===== src/rtl/burst_pkg.sv =====
package burst_pkg;

  // What the sequencer does on a clock edge.
  typedef enum logic [1:0] {
    OP_HOLD = 2'd0,
    OP_STEP = 2'd1,
    OP_LOAD = 2'd2
  } seq_op_e;

  // A load takes priority over an advance.
  function automatic seq_op_e pick_op(input logic load, input logic step);
    if (load)      return OP_LOAD;
    else if (step) return OP_STEP;
    else           return OP_HOLD;
  endfunction

endpackage


===== src/rtl/burst_rst_sync.sv =====
module burst_rst_sync #(
  parameter int STAGES = 2
) (
  input  logic clk,
  input  logic rst_n,
  output logic rst_sync_n
);
  logic [STAGES-1:0] sync_q;

  always_ff @(posedge clk or negedge rst_n) begin
    if (!rst_n) sync_q <= '0;
    else        sync_q <= {sync_q[STAGES-2:0], 1'b1};
  end

  assign rst_sync_n = sync_q[STAGES-1];
endmodule


===== src/rtl/burst_beat_map.sv =====
module burst_beat_map #(
  parameter int BEAT_W = 2
) (
  input  logic [BEAT_W-1:0] start_i,
  input  logic [BEAT_W-1:0] beat_i,
  input  logic              lin_i,
  output logic [BEAT_W-1:0] low_o
);
  logic [BEAT_W-1:0] lin_low;
  logic [BEAT_W-1:0] swp_low;

  // Modulo-2^BEAT_W sum: the carry out is dropped on purpose.
  assign lin_low = start_i + beat_i;
  assign swp_low = start_i ^ beat_i;

  always_comb begin
    low_o = lin_i ? lin_low : swp_low;
  end
endmodule


===== src/rtl/burst_ctrl.sv =====
module burst_ctrl
  import burst_pkg::*;
#(
  parameter int ADDR_W = 20,
  parameter int BEAT_W = 2
) (
  input  logic              clk,
  input  logic              rst_n,
  input  logic              load_i,
  input  logic              step_i,
  input  logic              seq_lin_i,
  input  logic [ADDR_W-1:0] ext_addr_i,
  output logic [ADDR_W-1:0] addr_o
);
  localparam int UP_W = ADDR_W - BEAT_W;

  seq_op_e           op;
  logic [UP_W-1:0]   upper_q,  upper_d;
  logic [BEAT_W-1:0] start_q,  start_d;
  logic [BEAT_W-1:0] beat_q,   beat_d;
  logic [BEAT_W-1:0] low_q,    low_d;
  logic [BEAT_W-1:0] beat_inc;
  logic [BEAT_W-1:0] map_low;
  logic              upd_en;

  assign op       = pick_op(load_i, step_i);
  assign beat_inc = beat_q + 1'b1;
  assign upd_en   = (op != OP_HOLD);

  burst_beat_map #(.BEAT_W(BEAT_W)) u_map (
    .start_i (start_q),
    .beat_i  (beat_inc),
    .lin_i   (seq_lin_i),
    .low_o   (map_low)
  );

  // Next-state logic
  always_comb begin
    upper_d = upper_q;
    start_d = start_q;
    beat_d  = beat_q;
    low_d   = low_q;
    unique case (op)
      OP_LOAD: begin
        upper_d = ext_addr_i[ADDR_W-1:BEAT_W];
        start_d = ext_addr_i[BEAT_W-1:0];
        beat_d  = '0;
        low_d   = ext_addr_i[BEAT_W-1:0];
      end
      OP_STEP: begin
        beat_d = beat_inc;
        low_d  = map_low;
      end
      default: ;
    endcase
  end

  // Register process with a clock enable
  always_ff @(posedge clk or negedge rst_n) begin
    if (!rst_n) begin
      upper_q <= '0;
      start_q <= '0;
      beat_q  <= '0;
      low_q   <= '0;
    end else if (upd_en) begin
      upper_q <= upper_d;
      start_q <= start_d;
      beat_q  <= beat_d;
      low_q   <= low_d;
    end
  end

  assign addr_o = {upper_q, low_q};
endmodule


===== src/rtl/burst_addr_seq.sv =====
module burst_addr_seq #(
  parameter int ADDR_W = 20,
  parameter int BEAT_W = 2,
  parameter int SYNC_STAGES = 2
) (
  input  logic              clk,
  input  logic              rst_n,
  input  logic              load_i,
  input  logic              step_i,
  input  logic              seq_lin_i,
  input  logic [ADDR_W-1:0] ext_addr_i,
  output logic [ADDR_W-1:0] acc_addr_o
);
  logic rst_core_n;

  burst_rst_sync #(.STAGES(SYNC_STAGES)) u_rst (
    .clk        (clk),
    .rst_n      (rst_n),
    .rst_sync_n (rst_core_n)
  );

  burst_ctrl #(.ADDR_W(ADDR_W), .BEAT_W(BEAT_W)) u_ctrl (
    .clk        (clk),
    .rst_n      (rst_core_n),
    .load_i     (load_i),
    .step_i     (step_i),
    .seq_lin_i  (seq_lin_i),
    .ext_addr_i (ext_addr_i),
    .addr_o     (acc_addr_o)
  );
endmodule


===== config.mk =====
export PLATFORM = sky130hd
export DESIGN_NAME = burst_addr_seq
export DESIGN_NICKNAME = d
export VERILOG_FILES = /design/src/rtl/burst_pkg.sv /design/src/rtl/burst_rst_sync.sv /design/src/rtl/burst_beat_map.sv /design/src/rtl/burst_ctrl.sv /design/src/rtl/burst_addr_seq.sv
export SDC_FILE = /design/constraint.sdc
export NUM_CORES = 1
export LEC_CHECK = 0
export ABC_AREA = 1
export ABC_CLOCK_PERIOD_IN_PS = 1900
export BUFFER_PORTS_ARGS = -buffer_cell sky130_fd_sc_hd__buf_4
export CAP_MARGIN = 20
export CORE_MARGIN = 2
export CORE_UTILIZATION = 49
export CTS_CLUSTER_DIAMETER = 150
export CTS_CLUSTER_SIZE = 25
export DETAILED_ROUTE_END_ITERATION = 16
export MAX_ROUTING_LAYER = met4
export PLACE_DENSITY = 0.82
export SYNTH_ARGS = -nofsm -noshare
export SYNTH_HDL_FRONTEND = slang
export SYNTH_SLANG_ARGS = --single-unit

===== constraint.sdc =====
create_clock -name clk -period 1.9 [get_ports clk]
set_clock_uncertainty 0.2 [all_clocks]
set_input_delay 0.19 -clock clk [delete_from_list [all_inputs] [get_ports clk]]
set_output_delay 0.19 -clock clk [all_outputs]
set_load 0.02 [all_outputs]

; Word level (Yosys, flattened, before mapping)
; Cells that the tools add are included.
[totals]
register_bits = 26
[op_classes]
eq_ne = 2
bitwise_logic = 1
add_sub_neg = 2
mux = 5
reduce_logical = 4
[ops]
columns = op, count
row1 = 2-bit one-hot mux with 2 select lines, 2
row2 = 2-bit two-way mux, 2
row3 = 2-bit AND reduction, 2
row4 = 2-bit nonzero test, 2
row5 = "2-bit by 1-bit adder with 2-bit output, second input constant", 1
row6 = 2-bit adder, 1
row7 = "2-bit by 1-bit == test with 1-bit output, second input constant", 1
row8 = "2-bit == test, second input constant", 1
row9 = 2-bit XOR, 1
row10 = 1-bit two-way mux, 1

; Logic depth before layout (Yosys ltp)
; Gate-level depths: netlist of run 1.
[depth]
word_depth = 5
depth_mapped = 8

; By module
; Synthesis of run 1 repeated with hierarchy kept, for this count alone.
[unflattened]
cells_unflattened = 125
hier_area_um2 = 1064.8
[modules_own_cells]
columns = module, n_inst, area_per_inst_um2, cells_per_inst, seq_area_each_um2
row1 = burst_ctrl, 1, 950.9, 109, 600.6
row2 = burst_beat_map, 1, 60.1, 13, 0.0
row3 = burst_rst_sync, 1, 53.8, 3, 50.0

; Worst setup path before layout of run 1
; No wires, ideal clock.
[synth_timing]
kind = register to register
startpoint = register u_ctrl.beat_q[0]
endpoint = register u_ctrl.low_q[1]
setup_ns = 0.127
required_ns = 1.573
arrival_time_ns = 0.899
path_stages_with_launch = 9
slack_ns = 0.675
path_cell_list = dfrtp_1 inv_1 ha_1 nand2_1 nand2_1 nand2_1 inv_1 nand2_1 nand3_1
[synth_between]
elab_chain_len = 4
word_cells_on_any_way = 5
[synth_rtl]
columns = item, line_no
row1 = "start, declared", burst_ctrl.sv:20  ; logic [BEAT_W-1:0] beat_q, beat_d;
row2 = "start signal, assigned", burst_ctrl.sv:68  ; beat_q <= beat_d;
row3 = 2-bit by 1-bit adder with 2-bit output (*), burst_ctrl.sv:27  ; assign beat_inc = beat_q + 1'b1;
row4 = 2-bit adder / 2-bit XOR (equally long branches), "burst_beat_map.sv:13, burst_beat_map.sv:14"
row5 = 2-bit two-way mux (*), burst_beat_map.sv:17  ; low_o = lin_i ? lin_low : swp_low;
row6 = 2-bit one-hot mux with 2 select lines (*), burst_ctrl.sv:43  ; unique case (op)
row7 = "end signal, assigned", burst_ctrl.sv:69  ; low_q <= low_d;
row8 = "end, declared", burst_ctrl.sv:21  ; logic [BEAT_W-1:0] low_q, low_d;
; Mark *: on every way between the ends. The rest lies on a longest branch, timed or not.
; A chain may end at the register's enable or synchronous reset.

; Final worst setup path of run 1
[layout_timing]
startpoint = register u_ctrl.beat_q[0]
endpoint = register u_ctrl.low_q[0]
; The elaborated chain is that of the path after synthesis.

==> run_summary.xml, run 1 <==
<?xml version="1.0" encoding="UTF-8"?>
<metrics>
  <group name="timing">
    <metric name="setup_repair_after_global_routing_missed_its_margin" unit="">no</metric>
    <metric name="setup-tns-final" unit="ps">0</metric>
    <metric name="post-route-min-period" unit="ps">1780</metric>
    <metric name="final-max-slew-violation-count" unit="">0</metric>
    <metric name="final-hold-violation-count" unit="">0</metric>
    <metric name="finalSetupViolations" unit="">0</metric>
    <metric name="fin_crit_sh" unit="%">93.6</metric>
    <metric name="fmaxAchievable" unit="GHz">0.562</metric>
  </group>
  <group name="pwr">
    <metric name="report.power.total" unit="mW">1.30</metric>
    <metric name="power.density" unit="nW/um^2">777</metric>
    <metric name="power.static_leakage" unit="nW">0.912</metric>
    <metric name="vdd_ir_drop_max" unit="uV">632</metric>
  </group>
  <group name="yosys">
    <metric name="ys_seq_elements" unit="">26</metric>
    <metric name="synth_top_cells_by_area" unit="">dfrtp_1, nand2_1, buf_6, nand3_1, inv_1</metric>
    <metric name="number_of_distinct_library_cell_variants_in_the_gate_level_netlist_after_synthesis" unit="">12</metric>
    <metric name="syn_area" unit="sq um">1030</metric>
    <metric name="yosys_warnings" unit="">0</metric>
    <metric name="synth.net_count" unit="">144</metric>
    <metric name="post-synth-top-area-fraction" unit="%">62.9</metric>
    <metric name="gate_count_of_the_mapped_netlist" unit="">118</metric>
    <metric name="portion_of_the_post_synthesis_area_used_by_sequential_elements" unit="%">62.9</metric>
    <metric name="synthesis.area_per_instance" unit="sq um">8.77</metric>
    <metric name="post-synth-top-area-cell" unit="">dfrtp_1</metric>
  </group>
  <group name="cts">
    <metric name="clock_latency" unit="ps">320</metric>
    <metric name="cts.hold.buffers_added" unit="">24</metric>
    <metric name="tritoncts" unit="">built</metric>
    <metric name="resize_count_post_cts" unit="">0</metric>
    <metric name="max-clock-path-buffers" unit="">2</metric>
    <metric name="h-tree-depth" unit="">1</metric>
    <metric name="clock_tree.root_cell" unit="">clkbuf_4</metric>
    <metric name="clk_pin_slew" unit="ps">150</metric>
    <metric name="cts_made_buffers" unit="">3</metric>
    <metric name="post-cts-setup-buffer-count" unit="">0</metric>
    <metric name="numClockSinks" unit="">26</metric>
  </group>
  <group name="final_layout">
    <metric name="final_common_cell" unit="">nand2_1</metric>
    <metric name="layout_net_count" unit="">214</metric>
    <metric name="most-common-layout-cells" unit="">nand2_1, buf_4, dfrtp_1, dlygate4sd3_1, inv_1</metric>
    <metric name="fin_util" unit="%">84.1</metric>
    <metric name="area.growth.synth_to_final" unit="%">61.1</metric>
    <metric name="fill_cells" unit="">109</metric>
    <metric name="post_route_cells_drive_above_1_share" unit="%">26.7</metric>
    <metric name="insertedDiodeCount" unit="">0</metric>
    <metric name="finalNonFillerCells" unit="">214</metric>
  </group>
  <group name="floorplan">
    <metric name="io_pins" unit="">45</metric>
    <metric name="fp.coreArea" unit="sq um">1980</metric>
    <metric name="die_h" unit="um">50.0</metric>
    <metric name="die_area" unit="sq um">2500</metric>
    <metric name="rows" unit="">16</metric>
    <metric name="start_util" unit="%">52.2</metric>
    <metric name="die_w" unit="um">50.0</metric>
  </group>
  <group name="placement">
    <metric name="place.detailed.instances" unit="">186</metric>
    <metric name="buffer_ports.inserted" unit="">44</metric>
    <metric name="hpwl" unit="mm">1.65</metric>
    <metric name="routability_congestion_estimate" unit="">0.778</metric>
  </group>
  <group name="min_path">
    <metric name="hp-class" unit="">in -&gt; reg</metric>
    <metric name="worstHoldStart" unit="">load_i</metric>
    <metric name="worst_hold_path.num_cells" unit="">3</metric>
    <metric name="hold_end" unit="">u_ctrl.upper_q[5]</metric>
  </group>
  <group name="global_route">
    <metric name="grt_antenna_before_repair" unit="">0</metric>
    <metric name="track_usage" unit="%">26.0</metric>
    <metric name="grt_overflow_total" unit="">0</metric>
    <metric name="grt_max_degree" unit="">25</metric>
    <metric name="via_count_of_the_first_global_routing_pass" unit="">1025</metric>
    <metric name="grt_pass1_wl" unit="mm">4.65</metric>
  </group>
  <group name="routing">
    <metric name="drt-total-wl" unit="mm">2.71</metric>
    <metric name="route.detailed.vias_per_inst" unit="">4.68</metric>
    <metric name="drc" unit="">0</metric>
    <metric name="route.antenna.remaining_nets" unit="">0</metric>
    <metric name="drt-pass1-iter-count" unit="">4</metric>
    <metric name="drt-wirelength-per-cell" unit="um">12.7</metric>
    <metric name="number_of_drc_markers_in_iteration_0" unit="">20</metric>
    <metric name="vias" unit="">1002</metric>
  </group>
  <group name="setup_path">
    <metric name="timing.critical_path.required" unit="ps">1920</metric>
    <metric name="critical_path.startpoint_type" unit="">register</metric>
    <metric name="timing.critical_path.fanout_max" unit="">4</metric>
    <metric name="crit-reg2reg-launch" unit="">u_ctrl.beat_q[0]</metric>
    <metric name="crit_arrival" unit="ps">1800</metric>
    <metric name="critical_path.endpoint_type" unit="">register</metric>
    <metric name="crit_type" unit="">reg -&gt; reg</metric>
    <metric name="setup.worst_path.start" unit="">u_ctrl.beat_q[0]</metric>
    <metric name="rrSetupSlack" unit="ps">120</metric>
    <metric name="cell_depth_of_the_worst_flop_to_flop_path" unit="">5</metric>
    <metric name="critical_path.reg2reg.endpoint" unit="">u_ctrl.low_q[0]</metric>
  </group>
  <group name="job">
    <metric name="timing.max_cap.violations" unit="">0</metric>
  </group>
  <group name="status">
    <metric name="run_status" unit="">finished clean</metric>
  </group>
</metrics>
==> area by class of cell <==
type                       instances  area, sq um  share of cell area, %
sequential                        26          651                   39.0
timing repair buffer              69          578                   34.7
multi-input combinational         82          329                   19.7
tap                               27         33.8                   2.03
clock inverter                     1         30.0                   1.80
clock buffer                       3         22.5                   1.35
inverter                           6         22.5                   1.35
==> synthesized netlist by cell type <==
library cell and n:
nand2_1 70, dfrtp_1 26, inv_1 5, nand3_1 4
o21ai_0 3, buf_2 2, buf_6 2, nor2_1 2
a21boi_0 1, conb_1 1, ha_1 1, inv_2 1
==> worst max-delay path by stage <==
stage          slack [ps]         endpoint  depth (start not counted)
4_1_cts               140  u_ctrl.low_q[0]                          5
3_5_place_dp          570  u_ctrl.low_q[1]                          6
2_1_floorplan         670  u_ctrl.low_q[1]                          8
6_report              120  u_ctrl.low_q[0]                          5
5_1_grt                50  u_ctrl.low_q[0]                          5
3_3_place_gp          600  u_ctrl.low_q[1]                          6
==> power by group <==
| part | leakage, nW | switching (mW) | internal (mW) |
|---|---|---|---|
| Clock | 0.0279 | 0.161 | 0.213 |
| Sequential | 0.318 | 0.0323 | 0.601 |
| Combinational | 0.567 | 0.145 | 0.142 |
==> routing by layer <==
metal | global-route usage, % | part of all wire (%)
met5 | - | 0
met4 | 10.2 | 2.0
met3 | 4.24 | 4.2
met2 | 42.4 | 53
met1 | 32.3 | 41
==> cell families after synthesis <==
kind of cell             share of synthesized area (%)
adder cells (fa/ha/maj)                           1.21
other                                            0.362
AO/OA/AOI/OAI                                     2.18
flip-flops                                        62.9
buffers and inverters                             5.32
AND/OR/NAND/NOR                                   28.1
==> flip-flops by register name, summed over array words and instances, names as in the netlist <==
signal,count
u_ctrl.upper_q,18
u_rst.sync_q,2
u_ctrl.beat_q,2
u_ctrl.low_q,2
u_ctrl.start_q,2
==> critical path, cell delays in order, from the launching register on <==
cell           delay, ps
dfrtp_1              410
inv_1                 70
ha_1                 290
nand2_1               90
nand3_1               60
dlygate4sd3_1        570
==> metrics by stage <==
| stage | setup slack, ps | instance area (sq um) | hold slack, ps |
|---|---|---|---|
| final | 122 | 1670 | 3.24 |
| after global routing | 45.9 | 1670 | 16.8 |
| after CTS | 141 | 1670 | 1.59 |
| after detailed placement | 573 | 1370 | -225 |
| after global placement | 601 | 1370 | -227 |
| after floorplan | 675 | 1030 | -306 |
(Power assumes the default switching activity.)
==> run 2, diff against run 1 <==
Settings changed: ABC_AREA 1 to unset, CAP_MARGIN 20 to 30.
==> run 2 against run 1 <==
Net effect:
- fmax grew 18%
- final cell count shrank 22%
- area after synthesis grew 0.97%
- critical path type unchanged
- largest power group unchanged
==> run_summary.xml, run 2 <==
<?xml version="1.0" encoding="UTF-8"?>
<metrics>
  <group name="final_layout">
    <metric name="area.growth.synth_to_final" unit="%">57.8</metric>
    <metric name="layout_net_count" unit="">167</metric>
    <metric name="layout.cell_area.non_filler" unit="sq um">1650</metric>
    <metric name="insertedDiodeCount" unit="">0</metric>
    <metric name="most-common-layout-cells" unit="">buf_4, dfrtp_1, dlygate4sd3_1, mux2_2</metric>
    <metric name="post_route_cells_drive_above_1_share" unit="%">48.9</metric>
    <metric name="top_register" unit="">u_ctrl.upper_q</metric>
    <metric name="largest_reg_flops" unit="">18</metric>
    <metric name="final_common_cell" unit="">buf_4</metric>
  </group>
  <group name="global_route">
    <metric name="grt_max_degree" unit="">28</metric>
    <metric name="via_count_of_the_first_global_routing_pass" unit="">917</metric>
    <metric name="track_usage" unit="%">24.0</metric>
    <metric name="grt_overflow_total" unit="">0</metric>
    <metric name="grt_antenna_before_repair" unit="">0</metric>
    <metric name="grt_pass1_wl" unit="mm">4.20</metric>
  </group>
  <group name="cts">
    <metric name="numClockSinks" unit="">26</metric>
    <metric name="clock_tree.root_cell" unit="">clkbuf_4</metric>
    <metric name="cts_made_buffers" unit="">3</metric>
    <metric name="clock_latency" unit="ps">310</metric>
    <metric name="tritoncts" unit="">built</metric>
    <metric name="max-clock-path-buffers" unit="">2</metric>
    <metric name="post-cts-setup-buffer-count" unit="">0</metric>
    <metric name="clk_pin_slew" unit="ps">130</metric>
    <metric name="h-tree-depth" unit="">1</metric>
  </group>
  <group name="floorplan">
    <metric name="die_w" unit="um">50.2</metric>
    <metric name="start_util" unit="%">52.7</metric>
    <metric name="fp.coreArea" unit="sq um">1980</metric>
    <metric name="die_area" unit="sq um">2520</metric>
    <metric name="die_h" unit="um">50.2</metric>
    <metric name="io_pins" unit="">45</metric>
    <metric name="rows" unit="">16</metric>
  </group>
  <group name="placement">
    <metric name="routability_congestion_estimate" unit="">0.739</metric>
    <metric name="placement.cell_area" unit="sq um">1390</metric>
    <metric name="hpwl" unit="mm">1.57</metric>
    <metric name="buffer_ports.inserted" unit="">44</metric>
  </group>
  <group name="timing">
    <metric name="setup-tns-final" unit="ps">0</metric>
    <metric name="fmaxAchievable" unit="GHz">0.663</metric>
    <metric name="fin_crit_sh" unit="%">79.4</metric>
    <metric name="holdWs" unit="ps">61.6</metric>
    <metric name="setup_repair_after_global_routing_missed_its_margin" unit="">no</metric>
    <metric name="final-hold-violation-count" unit="">0</metric>
    <metric name="final-max-slew-violation-count" unit="">0</metric>
    <metric name="finalSetupViolations" unit="">0</metric>
    <metric name="post-route-min-period" unit="ps">1510</metric>
  </group>
  <group name="routing">
    <metric name="drt-total-wl" unit="mm">2.60</metric>
    <metric name="route.detailed.vias_per_inst" unit="">4.90</metric>
    <metric name="drt-wirelength-per-cell" unit="um">15.6</metric>
    <metric name="vias" unit="">814</metric>
    <metric name="number_of_drc_markers_in_iteration_0" unit="">2</metric>
    <metric name="route.antenna.remaining_nets" unit="">0</metric>
    <metric name="drt-pass1-iter-count" unit="">2</metric>
    <metric name="drc" unit="">0</metric>
  </group>
  <group name="pwr">
    <metric name="power.static_leakage" unit="nW">0.779</metric>
    <metric name="report.power.total" unit="mW">1.19</metric>
    <metric name="power.density" unit="nW/um^2">719</metric>
    <metric name="vdd_ir_drop_max" unit="uV">664</metric>
  </group>
  <group name="status">
    <metric name="run_status" unit="">finished clean</metric>
  </group>
  <group name="setup_path">
    <metric name="critPathSlowestCell" unit="">dfrtp_1</metric>
    <metric name="rrSetupSlack" unit="ps">390</metric>
    <metric name="crit_type" unit="">reg -&gt; reg</metric>
    <metric name="critical_path.max_stage_delay" unit="ps">450</metric>
    <metric name="timing.critical_path.fanout_max" unit="">5</metric>
    <metric name="cell_depth_of_the_worst_flop_to_flop_path" unit="">5</metric>
    <metric name="crit_chain" unit="">inv_1, ha_1, a21bo_1, a211oi_2, nand3b_1</metric>
    <metric name="timing.critical_path.required" unit="ps">1960</metric>
    <metric name="timing.critical_path.buf_inv" unit="">1</metric>
    <metric name="critical_path.endpoint_type" unit="">register</metric>
    <metric name="path_delay_family" unit="">flip-flops</metric>
    <metric name="critical_path.reg2reg.endpoint" unit="">u_ctrl.low_q[1]</metric>
    <metric name="critical_path.startpoint_type" unit="">register</metric>
    <metric name="crit-reg2reg-launch" unit="">u_ctrl.beat_q[0]</metric>
    <metric name="crit_arrival" unit="ps">1570</metric>
  </group>
  <group name="yosys">
    <metric name="syn_area" unit="sq um">1040</metric>
    <metric name="synth.net_count" unit="">96</metric>
    <metric name="synth_edf_count" unit="">0</metric>
    <metric name="synthesis.area_per_instance" unit="sq um">14.9</metric>
    <metric name="netlist_top_cells_count" unit="">dfrtp_1, mux2_2, nor2_1</metric>
    <metric name="ys_seq_elements" unit="">26</metric>
    <metric name="portion_of_the_post_synthesis_area_used_by_sequential_elements" unit="%">62.3</metric>
    <metric name="post-synth-top-count-cell" unit="">dfrtp_1</metric>
    <metric name="post-synth-top-area-fraction" unit="%">62.3</metric>
    <metric name="yosys_warnings" unit="">0</metric>
    <metric name="post-synth-top-area-cell" unit="">dfrtp_1</metric>
    <metric name="synth_top_cells_by_area" unit="">dfrtp_1, mux2_2, buf_6, xor2_1, nand3b_1</metric>
    <metric name="synth-async-reset-ratio" unit="%">100</metric>
    <metric name="number_of_distinct_library_cell_variants_in_the_gate_level_netlist_after_synthesis" unit="">19</metric>
    <metric name="gate_count_of_the_mapped_netlist" unit="">70</metric>
    <metric name="synth_top_flop_cell" unit="">dfrtp_1</metric>
  </group>
  <group name="min_path">
    <metric name="hp-class" unit="">reg -&gt; async</metric>
  </group>
  <group name="job">
    <metric name="timing.max_cap.violations" unit="">0</metric>
  </group>
</metrics>
[run 2: worst max path at each step]
stage                           startpoint              end  slack (ps)  cells after the start
after floorplan           u_ctrl.beat_q[0]  u_ctrl.low_q[1]         510                      5
after global placement    u_ctrl.beat_q[0]  u_ctrl.low_q[1]         490                      5
after detailed placement  u_ctrl.beat_q[0]  u_ctrl.low_q[1]         420                      5
after CTS                 u_ctrl.beat_q[0]  u_ctrl.low_q[1]         400                      5
after global routing      u_ctrl.beat_q[0]  u_ctrl.low_q[1]         320                      5
final                     u_ctrl.beat_q[0]  u_ctrl.low_q[1]         390                      5
[run 2: per-layer routing]
layer  vias to the layer above  share of wire (%)  track usage (%)
met2                        30                 55             43.2
met3                         8                4.5             5.06
li1                        375                  -                -
met1                       401                 38             24.4
met5                         -                  0                -
met4                         0                2.7             11.6
[run 2: what timing repair did]
| item | in CTS | in global routing |
|---|---|---|
| hold endpoints to repair | 35 | 0 |
| hold buffers | 24 | 0 |
| endpoints found under the setup margin | 0 | 0 |
| resized for setup | 0 | 0 |
[run 2: layout make-up]
cell class,count,area (sq um)
well taps,27,33.8
flip-flops and latches,26,651
repair buffers,69,578
fillers,108,333
clock buffers,3,22.5
multi-input cells,39,357
inverters,2,7.51
[run 2: logic make-up (layout without fill, tap and decap cells)]
logic type | after synthesis | in the layout | share of synthesized area, %
fa+ha+maj | 1 | 1 | 1.20
simple gates | 9 | 9 | 4.79
flops | 26 | 26 | 62.3
compound gates | 5 | 5 | 3.83
other cells | 1 | 1 | 0.359
mux | 20 | 20 | 21.4
buf+inv | 5 | 74 | 3.59
xor+xnor | 3 | 3 | 2.52
[run 2: report_power, final]
group / internal, mW / switching, mW / total (mW) / leakage, nW
Sequential: 0.607 / 0.0357 / 0.643 / 0.308
Clock: 0.0741 / 0.154 / 0.229 / 0.0138
Combinational: 0.173 / 0.142 / 0.314 / 0.457
[run 2: worst reg2reg max path, cell delays in order (launching register included)]
cell	delay, ps
dfrtp_1	450
inv_1	60
ha_1	210
a21bo_1	210
a211oi_2	200
nand3b_1	120
[run 2: stage by stage]
step	setup slack (ps)	instances	utilization, %
floorplan	511	70	-
global placement	490	139	69.9
detailed placement	422	139	69.9
CTS	399	166	83.2
global route	319	166	83.2
finish	391	166	83.2
==> run 3, diff against run 2 <==
Settings changed: ABC_CLOCK_PERIOD_IN_PS 1900 to 1400, CORE_UTILIZATION 49 to 45, PLACE_DENSITY 0.82 to 0.76.
Clock period 1.9 ns to 1.4 ns, I/O delays scaled along.
==> run 3 against run 2 <==
Net effect:
- register-to-register slack worse by 350 ps
- largest cell class unchanged
- sequential power grew 34%
- count of clock-buffer cells in the layout rose by 1
- sequential share of layout area shrank 0.99 points
- global-route usage decreased by 5.1 points
- highest routed layer unchanged
- power rose by 40%
- setup slack worse by 350 ps
==> run_summary.xml, run 3 (synthesis results as in run 2) <==
<?xml version="1.0" encoding="UTF-8"?>
<metrics>
  <group name="setup_path">
    <metric name="rrSetupSlack" unit="ps">40</metric>
    <metric name="timing.critical_path.required" unit="ps">1450</metric>
    <metric name="critical_path.startpoint_type" unit="">register</metric>
    <metric name="cell_depth_of_the_worst_flop_to_flop_path" unit="">5</metric>
    <metric name="crit_arrival" unit="ps">1410</metric>
    <metric name="timing.critical_path.fanout_max" unit="">2</metric>
    <metric name="critical_path.endpoint_type" unit="">register</metric>
    <metric name="critical_path.reg2reg.endpoint" unit="">u_ctrl.low_q[1]</metric>
    <metric name="crit_type" unit="">reg -&gt; reg</metric>
    <metric name="crit-reg2reg-launch" unit="">u_ctrl.beat_q[0]</metric>
  </group>
  <group name="routing">
    <metric name="route.detailed.vias_per_inst" unit="">4.59</metric>
    <metric name="vias" unit="">785</metric>
    <metric name="route.antenna.remaining_nets" unit="">0</metric>
    <metric name="drc" unit="">0</metric>
    <metric name="drt-total-wl" unit="mm">2.23</metric>
    <metric name="number_of_drc_markers_in_iteration_0" unit="">0</metric>
    <metric name="drt-wirelength-per-cell" unit="um">13.1</metric>
    <metric name="drt-pass1-iter-count" unit="">1</metric>
  </group>
  <group name="cts">
    <metric name="clk_pin_slew" unit="ps">130</metric>
    <metric name="h-tree-depth" unit="">1</metric>
    <metric name="post-cts-setup-buffer-count" unit="">0</metric>
    <metric name="max-clock-path-buffers" unit="">2</metric>
    <metric name="numClockSinks" unit="">26</metric>
    <metric name="tritoncts" unit="">built</metric>
    <metric name="cts_made_buffers" unit="">3</metric>
    <metric name="clock_tree.root_cell" unit="">clkbuf_4</metric>
    <metric name="clock_latency" unit="ps">310</metric>
  </group>
  <group name="final_layout">
    <metric name="most-common-layout-cells" unit="">buf_4, dfrtp_1, dlygate4sd3_1, mux2_2</metric>
    <metric name="fill_cells" unit="">163</metric>
    <metric name="insertedDiodeCount" unit="">0</metric>
    <metric name="top_register" unit="">u_ctrl.upper_q</metric>
    <metric name="largest_reg_flops" unit="">18</metric>
    <metric name="post_route_cells_drive_above_1_share" unit="%">50.3</metric>
    <metric name="layout_net_count" unit="">170</metric>
    <metric name="area.growth.synth_to_final" unit="%">61.9</metric>
    <metric name="final_common_cell" unit="">buf_4</metric>
  </group>
  <group name="timing">
    <metric name="holdWs" unit="ps">8.69</metric>
    <metric name="fin_crit_sh" unit="%">96.9</metric>
    <metric name="setup-tns-final" unit="ps">0</metric>
    <metric name="setup_repair_after_global_routing_missed_its_margin" unit="">yes</metric>
    <metric name="final-max-slew-violation-count" unit="">0</metric>
    <metric name="final-hold-violation-count" unit="">0</metric>
    <metric name="setup_slack" unit="ps">43.6</metric>
    <metric name="fmaxAchievable" unit="GHz">0.737</metric>
    <metric name="post-route-min-period" unit="ps">1360</metric>
    <metric name="finalSetupViolations" unit="">0</metric>
  </group>
  <group name="floorplan">
    <metric name="io_pins" unit="">45</metric>
    <metric name="rows" unit="">17</metric>
    <metric name="die_h" unit="um">52.2</metric>
    <metric name="die_area" unit="sq um">2720</metric>
    <metric name="start_util" unit="%">47.2</metric>
    <metric name="fp.coreArea" unit="sq um">2210</metric>
    <metric name="die_w" unit="um">52.2</metric>
  </group>
  <group name="status">
    <metric name="run_status" unit="">finished clean</metric>
  </group>
  <group name="pwr">
    <metric name="report.power.total" unit="mW">1.66</metric>
    <metric name="p_clk_share" unit="%">21.9</metric>
    <metric name="vdd_ir_drop_max" unit="uV">808</metric>
    <metric name="power.density" unit="nW/um^2">979</metric>
    <metric name="power.static_leakage" unit="nW">0.799</metric>
    <metric name="power.sequential.fraction" unit="%">52.1</metric>
    <metric name="sw_frac_of_total" unit="%">26.1</metric>
    <metric name="intPower" unit="mW">1.22</metric>
    <metric name="share_comb_of_total_power" unit="%">26.0</metric>
    <metric name="p_sw" unit="uW">432</metric>
  </group>
  <group name="global_route">
    <metric name="track_usage" unit="%">18.9</metric>
    <metric name="grt_antenna_before_repair" unit="">0</metric>
    <metric name="grt_max_degree" unit="">28</metric>
    <metric name="grt_overflow_total" unit="">0</metric>
    <metric name="via_count_of_the_first_global_routing_pass" unit="">835</metric>
    <metric name="grt_pass1_wl" unit="mm">3.56</metric>
  </group>
  <group name="placement">
    <metric name="hpwl" unit="mm">1.40</metric>
    <metric name="buffer_ports.inserted" unit="">44</metric>
    <metric name="routability_congestion_estimate" unit="">0.650</metric>
    <metric name="placement.setup.worst_slack" unit="ps">0.902</metric>
  </group>
  <group name="min_path">
    <metric name="hp-class" unit="">reg -&gt; async</metric>
  </group>
  <group name="job">
    <metric name="timing.max_cap.violations" unit="">0</metric>
  </group>
</metrics>
==> run 3: changes by cell type in the layout (fill, tap and decap cells not counted) <==
cell	delta
dlygate4sd3_1	+1
clkbuf_8	+1
ha_2	+1
buf_4	+2
ha_1	-1
==> run 3: critical path: stages (launching register included) <==
cell      delay, ps
dfrtp_1         400
inv_1            60
ha_2            170
nand3b_1        110
a211oi_2        220
nand3b_1        130
==> run 3: worst max-delay path by stage <==
stage / from / end / slack, ps / cells past startpoint
floorplan: u_ctrl.beat_q[0] / u_ctrl.low_q[1] / 10 / 5
global placement: u_ctrl.beat_q[0] / u_ctrl.low_q[1] / 60 / 5
detailed placement: u_ctrl.beat_q[0] / u_ctrl.low_q[1] / 0.9 / 5
CTS: u_ctrl.beat_q[0] / u_ctrl.low_q[1] / 30 / 5
global route: u_ctrl.beat_q[0] / u_ctrl.low_q[1] / -60 / 5
finish: u_ctrl.beat_q[0] / u_ctrl.low_q[1] / 40 / 5
==> run 3: per-stage QoR <==
step | utilization [%] | area, sq um | instances
finish | 76.5 | 1690 | 171
global route | 76.5 | 1690 | 171
CTS | 76.4 | 1690 | 171
detailed placement | 63.4 | 1400 | 142
global placement | 63.4 | 1400 | 142
floorplan | - | 1040 | 70
==> run 3: cell type report <==
type	instances	area, sq um	share of cell area, %
clock buffers	4	36.3	2.14
inverters	2	7.51	0.444
multi-input cells	39	359	21.2
flip-flops and latches	26	651	38.5
well taps	28	35.0	2.07
repair buffers	72	603	35.7
==> run 3: repair_timing <==
item	in CTS	in global routing
endpoints found under the hold margin	36	0
resized for setup	0	1
cloned	0	0
hold buffers	25	0
pin swaps	2	0
endpoints found under the setup margin	1	1
==> run 3: power by group through the flow <==
stage	sequential, mW	clock, mW	combinational (mW)
6_report	0.863	0.364	0.430
4_1_cts	0.865	0.385	0.431
3_3_place_gp	0.873	0	0.369
5_1_grt	0.873	0.397	0.464
3_5_place_dp	0.879	0	0.376
2_1_floorplan	0.960	0	0.116
==> run 3: routing by layer <==
layer  share of wire, %  track usage (%)
met5                  0                -
met3                2.8             1.71
met1                 37             18.7
met2                 58             36.7
met4                1.4             8.97
